### src/rtl/seg_access_pkg.sv
package seg_access_pkg;
  typedef enum logic [1:0] {
    OP_VRD  = 2'd0,
    OP_VWR  = 2'd1,
    OP_ADJ  = 2'd2,
    OP_LOAD = 2'd3
  } sa_op_e;

  localparam int unsigned ACC_SEG_BIT  = 4;
  localparam int unsigned ACC_CODE_BIT = 3;
  localparam int unsigned ACC_CONF_BIT = 2;
  localparam int unsigned ACC_RW_BIT   = 1;
  localparam int unsigned ACC_DPL_LSB  = 5;
endpackage

### src/rtl/sa_bounds.sv
module sa_bounds #(
  parameter int unsigned SEL_W   = 16,
  parameter int unsigned IDX_LSB = 3
) (
  input  logic [SEL_W-1:0] sel_i,
  input  logic [SEL_W-1:0] limit_i,
  output logic             in_bounds_o
);
  logic [SEL_W-1:0] last_byte;
  // last byte of the addressed entry
  assign last_byte   = {sel_i[SEL_W-1:IDX_LSB], {IDX_LSB{1'b1}}};
  assign in_bounds_o = (last_byte <= limit_i);
endmodule

### src/rtl/sa_rights.sv
module sa_rights
  import seg_access_pkg::*;
#(
  parameter int unsigned PL_W = 2
) (
  input  logic [7:0]      acc_i,
  input  logic [PL_W-1:0] rpl_i,
  input  logic [PL_W-1:0] cpl_i,
  output logic [PL_W-1:0] dpl_o,
  output logic            is_seg_o,
  output logic            rd_ok_o,
  output logic            wr_ok_o
);
  logic is_code, is_conf, rw_bit, pl_ok;

  assign dpl_o    = acc_i[ACC_DPL_LSB +: PL_W];
  assign is_seg_o = acc_i[ACC_SEG_BIT];
  assign is_code  = acc_i[ACC_CODE_BIT];
  assign is_conf  = acc_i[ACC_CONF_BIT];
  assign rw_bit   = acc_i[ACC_RW_BIT];
  assign pl_ok    = (dpl_o >= cpl_i) && (dpl_o >= rpl_i);

  always_comb begin
    if (is_code) begin
      rd_ok_o = rw_bit && (is_conf || pl_ok);
      wr_ok_o = 1'b0;
    end else begin
      rd_ok_o = pl_ok;
      wr_ok_o = rw_bit && pl_ok;
    end
  end
endmodule

### src/rtl/sa_rpl_adj.sv
module sa_rpl_adj #(
  parameter int unsigned SEL_W = 16,
  parameter int unsigned PL_W  = 2
) (
  input  logic [SEL_W-1:0] sel_i,
  input  logic [SEL_W-1:0] ref_sel_i,
  output logic [SEL_W-1:0] sel_adj_o,
  output logic             changed_o
);
  logic [PL_W-1:0] own_rpl, ref_rpl;
  assign own_rpl   = sel_i[PL_W-1:0];
  assign ref_rpl   = ref_sel_i[PL_W-1:0];
  assign changed_o = ref_rpl > own_rpl;
  assign sel_adj_o = changed_o ? {sel_i[SEL_W-1:PL_W], ref_rpl} : sel_i;
endmodule

### src/rtl/seg_access_unit.sv
module seg_access_unit
  import seg_access_pkg::*;
#(
  parameter int unsigned SEL_W   = 16,
  parameter int unsigned PL_W    = 2,
  parameter int unsigned IDX_LSB = 3
) (
  input  logic             clk_i,
  input  logic             rst_ni,
  input  logic             req_i,
  input  logic [1:0]       op_i,
  input  logic [SEL_W-1:0] sel_i,
  input  logic [SEL_W-1:0] ref_sel_i,
  input  logic [PL_W-1:0]  cpl_i,
  input  logic [7:0]       acc_i,
  input  logic [SEL_W-1:0] limit_i,
  output logic             done_o,
  output logic             zf_o,
  output logic             fault_o,
  output logic [SEL_W-1:0] sel_o
);
  logic             in_bounds, is_seg, rd_ok, wr_ok, rpl_changed;
  logic [PL_W-1:0]  dpl;
  logic [SEL_W-1:0] sel_adj;
  logic             zf_d, fault_d;
  logic [SEL_W-1:0] sel_d;
  sa_op_e           op;

  assign op = sa_op_e'(op_i);

  sa_bounds #(.SEL_W(SEL_W), .IDX_LSB(IDX_LSB)) u_bounds (
    .sel_i(sel_i), .limit_i(limit_i), .in_bounds_o(in_bounds)
  );

  sa_rights #(.PL_W(PL_W)) u_rights (
    .acc_i(acc_i), .rpl_i(sel_i[PL_W-1:0]), .cpl_i(cpl_i),
    .dpl_o(dpl), .is_seg_o(is_seg), .rd_ok_o(rd_ok), .wr_ok_o(wr_ok)
  );

  sa_rpl_adj #(.SEL_W(SEL_W), .PL_W(PL_W)) u_adj (
    .sel_i(sel_i), .ref_sel_i(ref_sel_i),
    .sel_adj_o(sel_adj), .changed_o(rpl_changed)
  );

  always_comb begin
    zf_d    = 1'b0;
    fault_d = 1'b0;
    sel_d   = sel_i;
    unique case (op)
      OP_VRD:  zf_d = in_bounds && is_seg && rd_ok;
      OP_VWR:  zf_d = in_bounds && is_seg && wr_ok;
      OP_ADJ: begin
        zf_d  = rpl_changed;
        sel_d = sel_adj;
      end
      OP_LOAD: fault_d = sel_i[PL_W-1:0] > dpl;
      default: zf_d = 1'b0;
    endcase
  end

  always_ff @(posedge clk_i or negedge rst_ni) begin
    if (!rst_ni) begin
      done_o  <= 1'b0;
      zf_o    <= 1'b0;
      fault_o <= 1'b0;
      sel_o   <= '0;
    end else begin
      done_o <= req_i;
      if (req_i) begin
        zf_o    <= zf_d;
        fault_o <= fault_d;
        sel_o   <= sel_d;
      end
    end
  end
endmodule

### config.mk
export PLATFORM = sky130hd
export DESIGN_NAME = seg_access_unit
export DESIGN_NICKNAME = d
export VERILOG_FILES = /design/src/rtl/seg_access_pkg.sv /design/src/rtl/sa_bounds.sv /design/src/rtl/sa_rights.sv /design/src/rtl/sa_rpl_adj.sv /design/src/rtl/seg_access_unit.sv
export SDC_FILE = /design/constraint.sdc
export NUM_CORES = 1
export LEC_CHECK = 0
export ABC_AREA = 1
export BUFFER_PORTS_ARGS = -buffer_cell sky130_fd_sc_hd__buf_4
export CORE_MARGIN = 4
export CORE_UTILIZATION = 38
export CTS_CLUSTER_SIZE = 24
export DETAILED_ROUTE_END_ITERATION = 6
export MAX_ROUTING_LAYER = met4
export PLACE_DENSITY = 0.81
export SETUP_SLACK_MARGIN = 0.4
export SYNTH_ARGS = -nofsm -noshare
export SYNTH_HDL_FRONTEND = slang
export SYNTH_SLANG_ARGS = --single-unit
### constraint.sdc
create_clock -name clk_i -period 0.8 [get_ports clk_i]
set_input_delay 0.04 -clock clk_i [delete_from_list [all_inputs] [get_ports clk_i]]
set_output_delay 0.04 -clock clk_i [all_outputs]
set_load 0.02 [all_outputs]
Word level (Yosys, flattened, before mapping)
Cells that the tools add are included.
Storage, ports and cells
  bits in registers: 19
  input port bits: 63
  output and inout bits: 19
  word-level logic and storage cells: 26
Cells by class
  magnitude comparators: 5
  eq/ne operators: 3
  multiplexer cells: 6
  reduce and logical (&&, ||, !) cells: 8
Operators by type and width (number)
  $le A16 B16 Y1: 1
  $logic_and A1 B1 Y1: 6
  $eq A2 B2 Y1 const B: 2
  $ge A2 B2 Y1: 2
  $gt A2 B2 Y1: 2
  $mux W2: 2
  $mux W1: 3
  $pmux W1 S3: 1
  $eq A2 B1 Y1 const B: 1
  $logic_not A2 Y1: 1
  $logic_or A1 B1 Y1: 1

Depth between registers and ports, before layout
Gate-level depths: netlist of run 1.
  depth in word-level cells: 7
  gate-level depth with buffers: 11
  mapped depth without buffers: 11

Hierarchy
A second synthesis of run 1 with hierarchy kept.
Unflattened totals
  cells, all modules: 238
  area, all modules: 1815.5 um^2
Modules (own cells, without submodules)
  seg_access_unit: instances 1, cells an instance 116, area each 1073.5 um^2, seq. area each 475.5 um^2
  sa_bounds: instances 1, cells an instance 65, area each 376.6 um^2, seq. area each 0.0 um^2
  sa_rpl_adj: instances 1, cells an instance 30, area each 197.7 um^2, seq. area each 0.0 um^2
  sa_rights: instances 1, cells an instance 27, area each 167.7 um^2, seq. area each 0.0 um^2

Worst setup path before layout of run 1
OpenSTA, ideal clock, no wires.
  path kind: input to register
  from: input limit_i[15]
  to: register zf_o
  library setup time: 0.120 ns
  arrival: 0.885 ns
  data required time: 0.680 ns
  slack: -0.205 ns
  stages: 10
  path buffers: 0
  path through: inv_1 > ha_1 > nand2_1 > nor2_2 > and2_1 > nand2_1 > nand2_1 > nand2_1 > nand2_1 > a21oi_2
On the way
  cells in the longest elaborated chain, start to end: 4
  elaborated cells on any way between the ends: 5
  classes of those cells: 1 x order compare; 1 x mux; 3 x reduce/logical
Ends and longest elaborated chain
  start: declaration: RTL line seg_access_unit.sv:16  | input logic [SEL_W-1:0] limit_i,
  $le A16 B16 Y1 (*): RTL line sa_bounds.sv:12  | assign in_bounds_o = (last_byte <= limit_i);
  $logic_and A1 B1 Y1 (*): RTL line seg_access_unit.sv:50, seg_access_unit.sv:51
  $logic_and A1 B1 Y1 (on tied branches): RTL line seg_access_unit.sv:51, seg_access_unit.sv:50
  $pmux W1 S3 (*): RTL line seg_access_unit.sv:49  | unique case (op)
  end signal: assignment: RTL line seg_access_unit.sv:70  | zf_o <= zf_d;
  end: declaration: RTL line seg_access_unit.sv:18  | output logic zf_o,
Every way passes the cells marked *; elsewhere a longest branch is shown, timed or not.
A chain may end at the register's enable or synchronous reset.

Worst setup path in the final report of run 1
  from: register sel_o[0]
  to: output sel_o[0]
RTL lines
  start: declaration: RTL line seg_access_unit.sv:20  | output logic [SEL_W-1:0] sel_o
  start signal: assignment: RTL line seg_access_unit.sv:72  | sel_o <= sel_d;
No word-level cell between the ends.

==> summary.md, run 1 <==
| Metric | Value |
|---|---|
| Core footprint | `0.00315 mm2` |
| Vias in the first global route | `about 1,400` |
| Crit-path max cell delay | `about 440 ps` |
| Num rows | `20` |
| Switching portion of total power | `between 30% and 40%` |
| Synth Cell Area | `0.00130 mm2` |
| RSZ-0062 raised after global routing | `true` |
| Fin crit share | `113%` |
| N_diodes | `0` |
| Final setup viols | `20` |
| Grt met2 use | `between 30% and 40%` |
| Hold path depth | `3` |
| Routed WL per cell | `12.7 um` |
| First-pass GRT wire length | `~6100 um` |
| 1st-pass router iterations | `2` |
| Layout cell share with drive strength beyond 1 | `61.5%` |
| Most numerous cell in the Yosys netlist | `nand2_1` |
| Seq cells post-synth | `19` |
| PortBufs | `65` |
| Ys Warns | `0` |
| Most used DFF post-synth | `dfrtp_1` |
| H-Tree Depth | `1` |
| Global Route Usage Sum | `between 15 and 20%` |
| Worst setup margin | `-108 ps` |
| Netlist cell types | `17` |
| Share of power burned in registers | `38.5%` |
| Nature of the critical path endpoint | `output pin` |
| Initial Util | `around two fifths` |
| Clk network pwr share | `16.9%` |
| Clock-pin slew on the worst setup and hold paths | `approximately 110 ps` |
| Vert. Die Dim | `about 67 um` |
| Die ar. | `approximately 0.0044 mm2` |
| Worst Path Arrival | `slightly below 900 ps` |
| Static Leakage | `1.26 nW` |
| Slowest CP cell | `dfrtp_2` |
| Largest cells by area after synthesis | `dfrtp_1 37%, nand2_1 20%, ha_1 19%` |
| Drt total wl | `just under 4000 um` |
| Top cell type's share of synthesized area | `roughly 37%` |
| Crit path max-delay family | `flip-flops` |
| CP cell instances | `buf_6` |
| Met3 Resource Use GR | `between 3 and 4%` |
| CTS tree | `done` |
| Logic gate share of total power | `between 40 and 50%` |
| GP Congestion | `around 0.76` |
| Hold crit path type | `input port to flop` |
| Largest net degree at the start of global routing | `20` |
| Clock net sink count | `19` |
| Synth async-reset ratio | `100%` |
| Tot Pwr | `2.93 mW` |
| Avg Inst Size Synth | `slightly above 7 um2` |
| Worst Hold End | `sel_o[10]` |
| Switching power total | `around 0.97 mW` |
| R2R cell count | `3` |
| P_int | `a little under 2 mW` |
| Worst IR drop on VDD | `between 0.8 and 0.9 mV` |
| HPWL after DPL | `approximately 3000 um` |
| Fmax | `around 1100 MHz` |
| Die Span X | `between 60 and 70 um` |
| Worst slew margin | `slightly below 90%` |
| Sequential area share after synthesis | `36.5%` |
| CP bufs+invs | `1` |
| Num ports | `82` |
| Largest area contributor in the synthesized netlist | `dfrtp_1` |
| Power Density | `roughly 1200 mW/mm2` |
| Residual DRC | `0` |
| Worst Path Required | `about 760 ps` |
| Hold Violations, Final | `9` |
| HP Start | `sel_i[10]` |
| Crit Path Max Fanout | `2` |
| Worst-Skew Late Latency | `290 ps` |
| Status | `complete, but fails checks` |
| CTS buffer count | `3` |
| Fin. max-slew vios | `0` |
| Max-cap violation count | `0` |
| Layout area overhead | `94.5%` |
| Initial antenna violation count | `0` |
| Final min period | `908 ps` |
| Hold WS | `-51.8 ps` |
| Violated checks | `negative hold slack, negative setup slack` |
| Total congestion overflow | `0` |
| Mapped Cells | `180` |
| Post-DRT Antenna Nets | `0` |
| Number of hold buffers added after CTS | `1` |
| Critical path launch point type | `flop` |
| Layer with the highest usage | `met2` |
| Initial DRC count | `36` |
| Reg2reg end | `sel_o[1]` |
| Via count | `around 1,400` |
| Clock buffer depth | `2` |
| Final Net Count | `approximately 350` |
| Actual slew at the worst max-slew pin | `about 180 ps` |
| Post-synth EDFFs | `0` |
| Vias/cell | `about 4.6` |
| R2r startpoint | `sel_o[1]` |
| Post-synth top cells | `70 x nand2_1, 33 x inv_1, 20 x ha_1` |
| Syn nets | `around 260` |
| GR Util met1 | `19.2%` |
| WS Path Type | `flop to output pin` |
| Clock Skew | `0 ps` |
| CTS root buf | `clkbuf_4` |
| R2R setup slack | `around 20 ps` |
==> registers in the layout, indices dropped and copies added, names as in the netlist <==
name and flops:
zf_o 1, sel_o 16, done_o 1, fault_o 1
==> routing by layer <==
metal	routed length, um	part of all wire, %	up-vias
li1	-	-	719
met4	56	1.4	0
met1	1460	38	659
met2	2120	55	40
met3	239	6.2	4
met5	0	0	-
==> how the worst max path moves through the flow <==
| stage | from | endpoint | slack, ps | cells after the start |
|---|---|---|---|---|
| 6_report | sel_o[0] | sel_o[0] | -110 | 1 |
| 5_1_grt | sel_o[0] | sel_o[0] | -150 | 1 |
| 4_1_cts | sel_o[11] | sel_o[11] | -110 | 1 |
| 3_5_place_dp | limit_i[13] | zf_o | -420 | 11 |
| 3_3_place_gp | limit_i[13] | zf_o | -390 | 11 |
| 2_1_floorplan | limit_i[13] | zf_o | -140 | 10 |
==> through the flow <==
stage | std cells | utilization [%] | setup TNS, ps | area (um2) | setup slack, ps
5_1_grt | 306 | 80.3 | -2620 | 2530 | -150
4_1_cts | 302 | 76.3 | -1830 | 2410 | -112
3_3_place_gp | 295 | 67.5 | -838 | 2130 | -389
2_1_floorplan | 180 | - | -265 | 1520 | -143
6_report | 306 | 80.3 | -1810 | 2530 | -108
3_5_place_dp | 295 | 67.5 | -936 | 2130 | -421
==> cell families after synthesis <==
logic type | count (synthesis) | synth area share [%]
AND/OR/NAND/NOR | 87 | 26.2
buffers and inverters | 37 | 11.0
adder cells (fa/ha/maj) | 20 | 19.2
flip-flops | 19 | 36.5
AO/OA/AOI/OAI | 17 | 7.12
==> worst min-delay path: stages <==
cell,delay [ps]
buf_6,80
nand2_1,40
nand2_1,50
==> what timing repair did <==
action,in CTS,in global routing
resized for setup,61,28
endpoints found under the setup margin,37,54
buffers inserted,2,4
pin swaps,29,21
endpoints found under the hold margin,29,11
==> cells in the final DEF, fill, tap and decap left out, types with 2 or more instances in the layout <==
| cell type | count |
|---|---|
| nand2_1 | 53 |
| buf_6 | 43 |
| buf_4 | 35 |
| inv_1 | 17 |
| dfrtp_2 | 17 |
| ha_4 | 15 |
| nand2_2 | 14 |
| inv_4 | 9 |
| inv_2 | 6 |
| nor2_1 | 6 |
| ha_1 | 5 |
| a21oi_2 | 4 |
| nor2_4 | 4 |
| o21ai_1 | 4 |
| nand2_4 | 3 |
| a21oi_1 | 3 |
| o21ai_0 | 3 |
| clkbuf_4 | 3 |
| nand3_1 | 2 |
| nand4_1 | 2 |
| dfrtp_1 | 2 |
==> power by group through the flow <==
| stage | registers (mW) | logic [mW] | clock network [mW] |
|---|---|---|---|
| 2_1_floorplan | 1.23 | 0.382 | 0 |
| 3_3_place_gp | 1.12 | 0.967 | 0 |
| 3_5_place_dp | 1.12 | 1.00 | 0 |
| 4_1_cts | 1.12 | 1.21 | 0.504 |
| 5_1_grt | 1.14 | 1.42 | 0.560 |
| 6_report | 1.13 | 1.31 | 0.496 |
==> layout make-up <==
type                    count  area [um2]
fillers                   217         622
flip-flops and latches     19         497
clock buffers               4        26.3
well taps                  44        55.1
inverters                  34         170
multi-input cells         124         991
repair buffers             81         792
(Power assumes the default switching activity.)
==> run 2, diff against run 1 <==
--- a/config.mk
+++ b/config.mk
@@ -8,11 +8,12 @@
 export ABC_AREA = 1
 export BUFFER_PORTS_ARGS = -buffer_cell sky130_fd_sc_hd__buf_4
 export CORE_MARGIN = 4
-export CORE_UTILIZATION = 38
+export CORE_UTILIZATION = 42
 export CTS_CLUSTER_SIZE = 24
 export DETAILED_ROUTE_END_ITERATION = 6
+export HOLD_SLACK_MARGIN = 0.1
 export MAX_ROUTING_LAYER = met4
-export PLACE_DENSITY = 0.81
+export PLACE_DENSITY = 0.84
 export SETUP_SLACK_MARGIN = 0.4
 export SYNTH_ARGS = -nofsm -noshare
 export SYNTH_HDL_FRONTEND = slang
==> constraint.sdc (replaced) <==
create_clock -name clk_i -period 1.1 [get_ports clk_i]
set_input_delay 0.055 -clock clk_i [delete_from_list [all_inputs] [get_ports clk_i]]
set_output_delay 0.055 -clock clk_i [all_outputs]
set_load 0.02 [all_outputs]
==> run 2 against run 1 <==
  * The run now ends clean
  * Design area is 1.4% lower
  * Final cell count grew 0.33%
  * Sequential power fell by 29%
  * Critical endpoint is now sel_o[3]
  * Largest power group unchanged
==> summary.md, run 2 (synthesized netlist as in run 1, its figures left out) <==
| Metric | Value |
|---|---|
| Worst Path Arrival | `approximately 870 ps` |
| Status | `complete, no violations` |
| Initial DRC count | `76` |
| Layout area overhead | `91.8%` |
| Slowest CP cell | `dfrtp_2` |
| Die ar. | `0.00405 mm2` |
| PortBufs | `65` |
| Inst Count DP | `~280` |
| Final setup viols | `0` |
| RSZ-0062 raised after global routing | `true` |
| Worst IR drop on VDD | `0.643 mV` |
| Critical path launch point type | `flop` |
| CTS root buf | `clkbuf_4` |
| 1st-pass router iterations | `4` |
| Num ports | `82` |
| Die Span X | `approximately 64 um` |
| Vias in the first global route | `approximately 1,600` |
| Core footprint | `roughly 0.0029 mm2` |
| Vias/cell | `roughly 5` |
| Hold crit path type | `input port to flop` |
| Fin. max-slew vios | `0` |
| Initial Util | `45.6%` |
| Most flops, register | `sel_o` |
| Max-cap violation count | `0` |
| CTS tree | `done` |
| Setup TNS | `0 ps` |
| WS Path Type | `flop to output pin` |
| Largest net degree at the start of global routing | `21` |
| Clock buffer depth | `2` |
| Initial antenna violation count | `0` |
| Final min period | `approximately 930 ps` |
| H-Tree Depth | `1` |
| Final Net Count | `360` |
| Crit-path max cell delay | `430 ps` |
| Worst slack, placed | `-135 ps` |
| Hold Violations, Final | `0` |
| Via count | `around 1,500` |
| Most frequent cells in the layout | `63 x nand2_1, 45 x buf_4, 31 x buf_6` |
| Global Route Usage Sum | `20.8%` |
| Static Leakage | `~1.3 nW` |
| First-pass GRT wire length | `6560 um` |
| Util after Layout | `between 80% and 90%` |
| Most common cell after layout, fill and taps aside | `nand2_1` |
| GP Congestion | `between 0.8 and 0.9` |
| Actual slew at the worst max-slew pin | `328 ps` |
| CP cell instances | `buf_6` |
| Vert. Die Dim | `around 64 um` |
| Worst setup margin | `about 170 ps` |
| Max reg flops | `16` |
| N_diodes | `0` |
| Clock Skew | `0 ps` |
| Total congestion overflow | `0` |
| Residual DRC | `0` |
| Worst slew margin | `78.1%` |
| Non-filler cells, final | `about 300` |
| Post-DRT Antenna Nets | `0` |
| Fmax | `1080 MHz` |
| HPWL after DPL | `2730 um` |
| Clock-pin slew on the worst setup and hold paths | `~110 ps` |
| Fin crit share | `84.1%` |
| Clock net sink count | `19` |
| Nature of the critical path endpoint | `output pin` |
| Routed WL per cell | `~14 um` |
| Crit path max-delay family | `flip-flops` |
| Num rows | `19` |
| Worst-Skew Late Latency | `300 ps` |
| CTS buffer count | `3` |
| Drt total wl | `4220 um` |
| Power Density | `around 840 mW/mm2` |
| Layout cell share with drive strength beyond 1 | `a little under half` |
| CP bufs+invs | `1` |
| Worst Path Required | `1040 ps` |
| Crit Path Max Fanout | `2` |
==> run 2: layout make-up <==
class	instances	area (um2)
clock buffer	3	22.5
clock inverter	1	5.00
fill	145	357
inverter	34	163
multi-input combinational	124	902
sequential	19	478
tap	31	38.8
timing repair buffer	95	887
==> run 2: repair_timing <==
action                     4_1_cts  5_1_grt
gates resized for setup         38       16
setup endpoints to repair       21       24
buffers inserted                 3        7
hold endpoints to repair        37        5
hold buffers                    14        3
pin swaps                       18        6
==> run 2: worst min-delay path, stage by stage <==
cell	delay, ps
buf_4	80
nor3_1	40
o21ai_1	120
==> run 2: report_power, final <==
part / switching (mW) / leakage [nW] / internal, mW / total (mW)
clock: 0.229 / 0.0177 / 0.136 / 0.364
sequential: 0.0459 / 0.228 / 0.761 / 0.807
combinational: 0.423 / 1.07 / 0.509 / 0.932
total: 0.698 / 1.31 / 1.41 / 2.10
==> run 2: metrics by stage <==
stage	instance area [um2]	power, mW	hold slack (ps)
after global routing	2500	2.23	39.9
after floorplan	1500	1.16	-241
after CTS	2370	2.01	-3.26
final	2500	2.10	29.8
after global placement	2030	1.49	-56.0
after detailed placement	2030	1.51	-59.7
==> run 2: path summary, 6_finish.rpt <==
path / cells past startpoint / endpoint / slack, ps / start
min reg2reg: 2 / sel_o[10] / 510 / sel_o[10]
min: 3 / sel_o[0] / 30 / ref_sel_i[0]
max reg2reg: 4 / sel_o[0] / 250 / sel_o[0]
max: 1 / sel_o[3] / 170 / sel_o[3]
min in group asynchronous: 2 / done_o / 190 / rst_ni
max in group asynchronous: 2 / fault_o / 690 / rst_ni
==> run 2: layer usage <==
metal	track usage [%]	wire, um	vias up	part of all wire (%)
met5	-	0	-	0
met4	7.55	102	0	2.4
met3	3.37	161	12	3.8
met2	39.8	2410	45	57
met1	21.1	1550	709	37
li1	-	-	741	-
==> run 3, diff against run 2 <==
--- a/config.mk
+++ b/config.mk
@@ -8,12 +8,12 @@
 export ABC_AREA = 1
 export BUFFER_PORTS_ARGS = -buffer_cell sky130_fd_sc_hd__buf_4
 export CORE_MARGIN = 4
-export CORE_UTILIZATION = 42
+export CORE_UTILIZATION = 38
 export CTS_CLUSTER_SIZE = 24
 export DETAILED_ROUTE_END_ITERATION = 6
 export HOLD_SLACK_MARGIN = 0.1
 export MAX_ROUTING_LAYER = met4
-export PLACE_DENSITY = 0.84
+export PLACE_DENSITY = 0.81
 export SETUP_SLACK_MARGIN = 0.4
 export SYNTH_ARGS = -nofsm -noshare
 export SYNTH_HDL_FRONTEND = slang
==> constraint.sdc (replaced) <==
create_clock -name clk_i -period 0.85 [get_ports clk_i]
set_input_delay 0.0425 -clock clk_i [delete_from_list [all_inputs] [get_ports clk_i]]
set_output_delay 0.0425 -clock clk_i [all_outputs]
set_load 0.02 [all_outputs]
==> run 3 against run 2 <==
  * The flow now finishes with violations (negative hold slack, negative setup slack)
  * Sequential cell count unchanged
  * First-iteration DRC count is 62% lower
  * Non-clock buffer count decreased by 14
  * Largest cell class unchanged
==> summary.md, run 3 (synthesized netlist as in run 1, its figures left out) <==
| Metric | Value |
|---|---|
| Status | `complete, but fails checks` |
| Layout area overhead | `91.6%` |
| GP Congestion | `0.765` |
| WS Path Type | `flop to output pin` |
| Core footprint | `0.00315 mm2` |
| Worst setup margin | `-60.9 ps` |
| Residual DRC | `0` |
| Total congestion overflow | `0` |
| Non-filler cells, final | `a little over 300` |
| N_diodes | `0` |
| Nature of the critical path endpoint | `output pin` |
| Dpl cell area | `~0.0021 mm2` |
| Fill cells | `between 200 and 250` |
| Most frequent cells in the layout | `58 x nand2_1, 41 x buf_4, 35 x buf_6` |
| Clock-pin slew on the worst setup and hold paths | `120 ps` |
| Largest net degree at the start of global routing | `20` |
| Hold crit path type | `input port to flop` |
| CTS tree | `done` |
| Global Route Usage Sum | `17.8%` |
| Inst Count DP | `just under 300` |
| Number of hold buffers added after CTS | `1` |
| Via count | `~1,400` |
| Clock net sink count | `19` |
| Die Span X | `around 67 um` |
| Num ports | `between 80 and 90` |
| Final setup viols | `20` |
| Setup TNS | `-907 ps` |
| Fmax | `between 1000 and 1500 MHz` |
| CTS buffer count | `3` |
| Max-cap violation count | `0` |
| RSZ-0062 raised after global routing | `true` |
| Worst slack, placed | `-349 ps` |
| Worst-Skew Late Latency | `290 ps` |
| First-pass GRT wire length | `around 6100 um` |
| Power Density | `between 1000 and 1500 mW/mm2` |
| Final min period | `911 ps` |
| 1st-pass router iterations | `4` |
| H-Tree Depth | `1` |
| Worst Path Arrival | `slightly below 900 ps` |
| Vert. Die Dim | `about 67 um` |
| Post-DRT Antenna Nets | `0` |
| Initial DRC count | `29` |
| PortBufs | `65` |
| Final Net Count | `around 350` |
| Slowest CP cell | `dfrtp_2` |
| Violated checks | `negative hold slack, negative setup slack` |
| Vias in the first global route | `1,458` |
| CTS root buf | `clkbuf_4` |
| Num rows | `20` |
| CP cell instances | `buf_6` |
| Actual slew at the worst max-slew pin | `between 200 and 250 ps` |
| Area occupied by multi-input gates | `approximately 960 um2` |
| Most flops, register | `sel_o` |
| Most common cell after layout, fill and taps aside | `nand2_1` |
| Worst slew margin | `84.3%` |
| Hold Violations, Final | `10` |
| Register area | `between 400 and 500 um2` |
| Drt total wl | `between 3000 and 4000 um` |
| Worst IR drop on VDD | `approximately 0.65 mV` |
| Routed WL per cell | `12.4 um` |
| Clock buffer depth | `2` |
| Fin crit share | `107%` |
| Critical path launch point type | `flop` |
| Crit Path Max Fanout | `2` |
| Layout cell share with drive strength beyond 1 | `between 50% and 60%` |
| Initial Util | `slightly above 40%` |
| Post-route cell area | `between 0.002 and 0.0025 mm2` |
| CP bufs+invs | `1` |
| Tot Pwr | `approximately 2.7 mW` |
| Max reg flops | `16` |
| Vias/cell | `4.59` |
| Util after Layout | `about four fifths` |
| Die ar. | `about 0.0044 mm2` |
| Hold WS | `-54.7 ps` |
| Worst Path Required | `810 ps` |
| Clock Skew | `0 ps` |
| Initial antenna violation count | `0` |
| Crit-path max cell delay | `440 ps` |
| Static Leakage | `between 1 and 1.5 nW` |
| Fin. max-slew vios | `0` |
| Crit path max-delay family | `flip-flops` |
| HPWL after DPL | `between 2000 and 3000 um` |
[run 3: cell type report]
type	count	share of cell area, %
clock buffer	3	0.903
clock inverter	1	0.201
inverter	34	6.72
multi-input combinational	124	38.7
sequential	19	19.9
tap	44	2.21
timing repair buffer	81	31.4
[run 3: per-layer routing]
metal | vias up | track usage [%] | wire, um
li1 | 714 | - | -
met1 | 640 | 18.9 | 1520
met2 | 47 | 34.2 | 2020
met4 | 0 | 5.08 | 39
met5 | - | - | 0
met3 | 4 | 2.19 | 205
[run 3: power breakdown]
part / total (mW) / switching (mW) / internal (mW)
combinational: 1.21 / 0.558 / 0.653
sequential: 1.06 / 0.0646 / 0.997
clock: 0.463 / 0.288 / 0.175
total: 2.74 / 0.910 / 1.82
[run 3: path summary, 6_finish.rpt]
kind | cells after the start | slack [ps] | start | to
min reg2reg | 2 | 500 | sel_o[8] | sel_o[8]
min in group asynchronous | 2 | 170 | rst_ni | done_o
max reg2reg | 4 | 0 | sel_o[0] | sel_o[0]
max | 1 | -60 | sel_o[14] | sel_o[14]
min | 3 | -50 | sel_i[15] | sel_o[15]
max in group asynchronous | 2 | 470 | rst_ni | sel_o[8]
[run 3: what timing repair did]
| action | 4_1_cts | 5_1_grt |
|---|---|---|
| hold endpoints to repair | 36 | 17 |
| gates resized for setup | 58 | 18 |
| pin swaps | 29 | 6 |
| endpoints found under the setup margin | 37 | 37 |
| setup buffers | 5 | 2 |
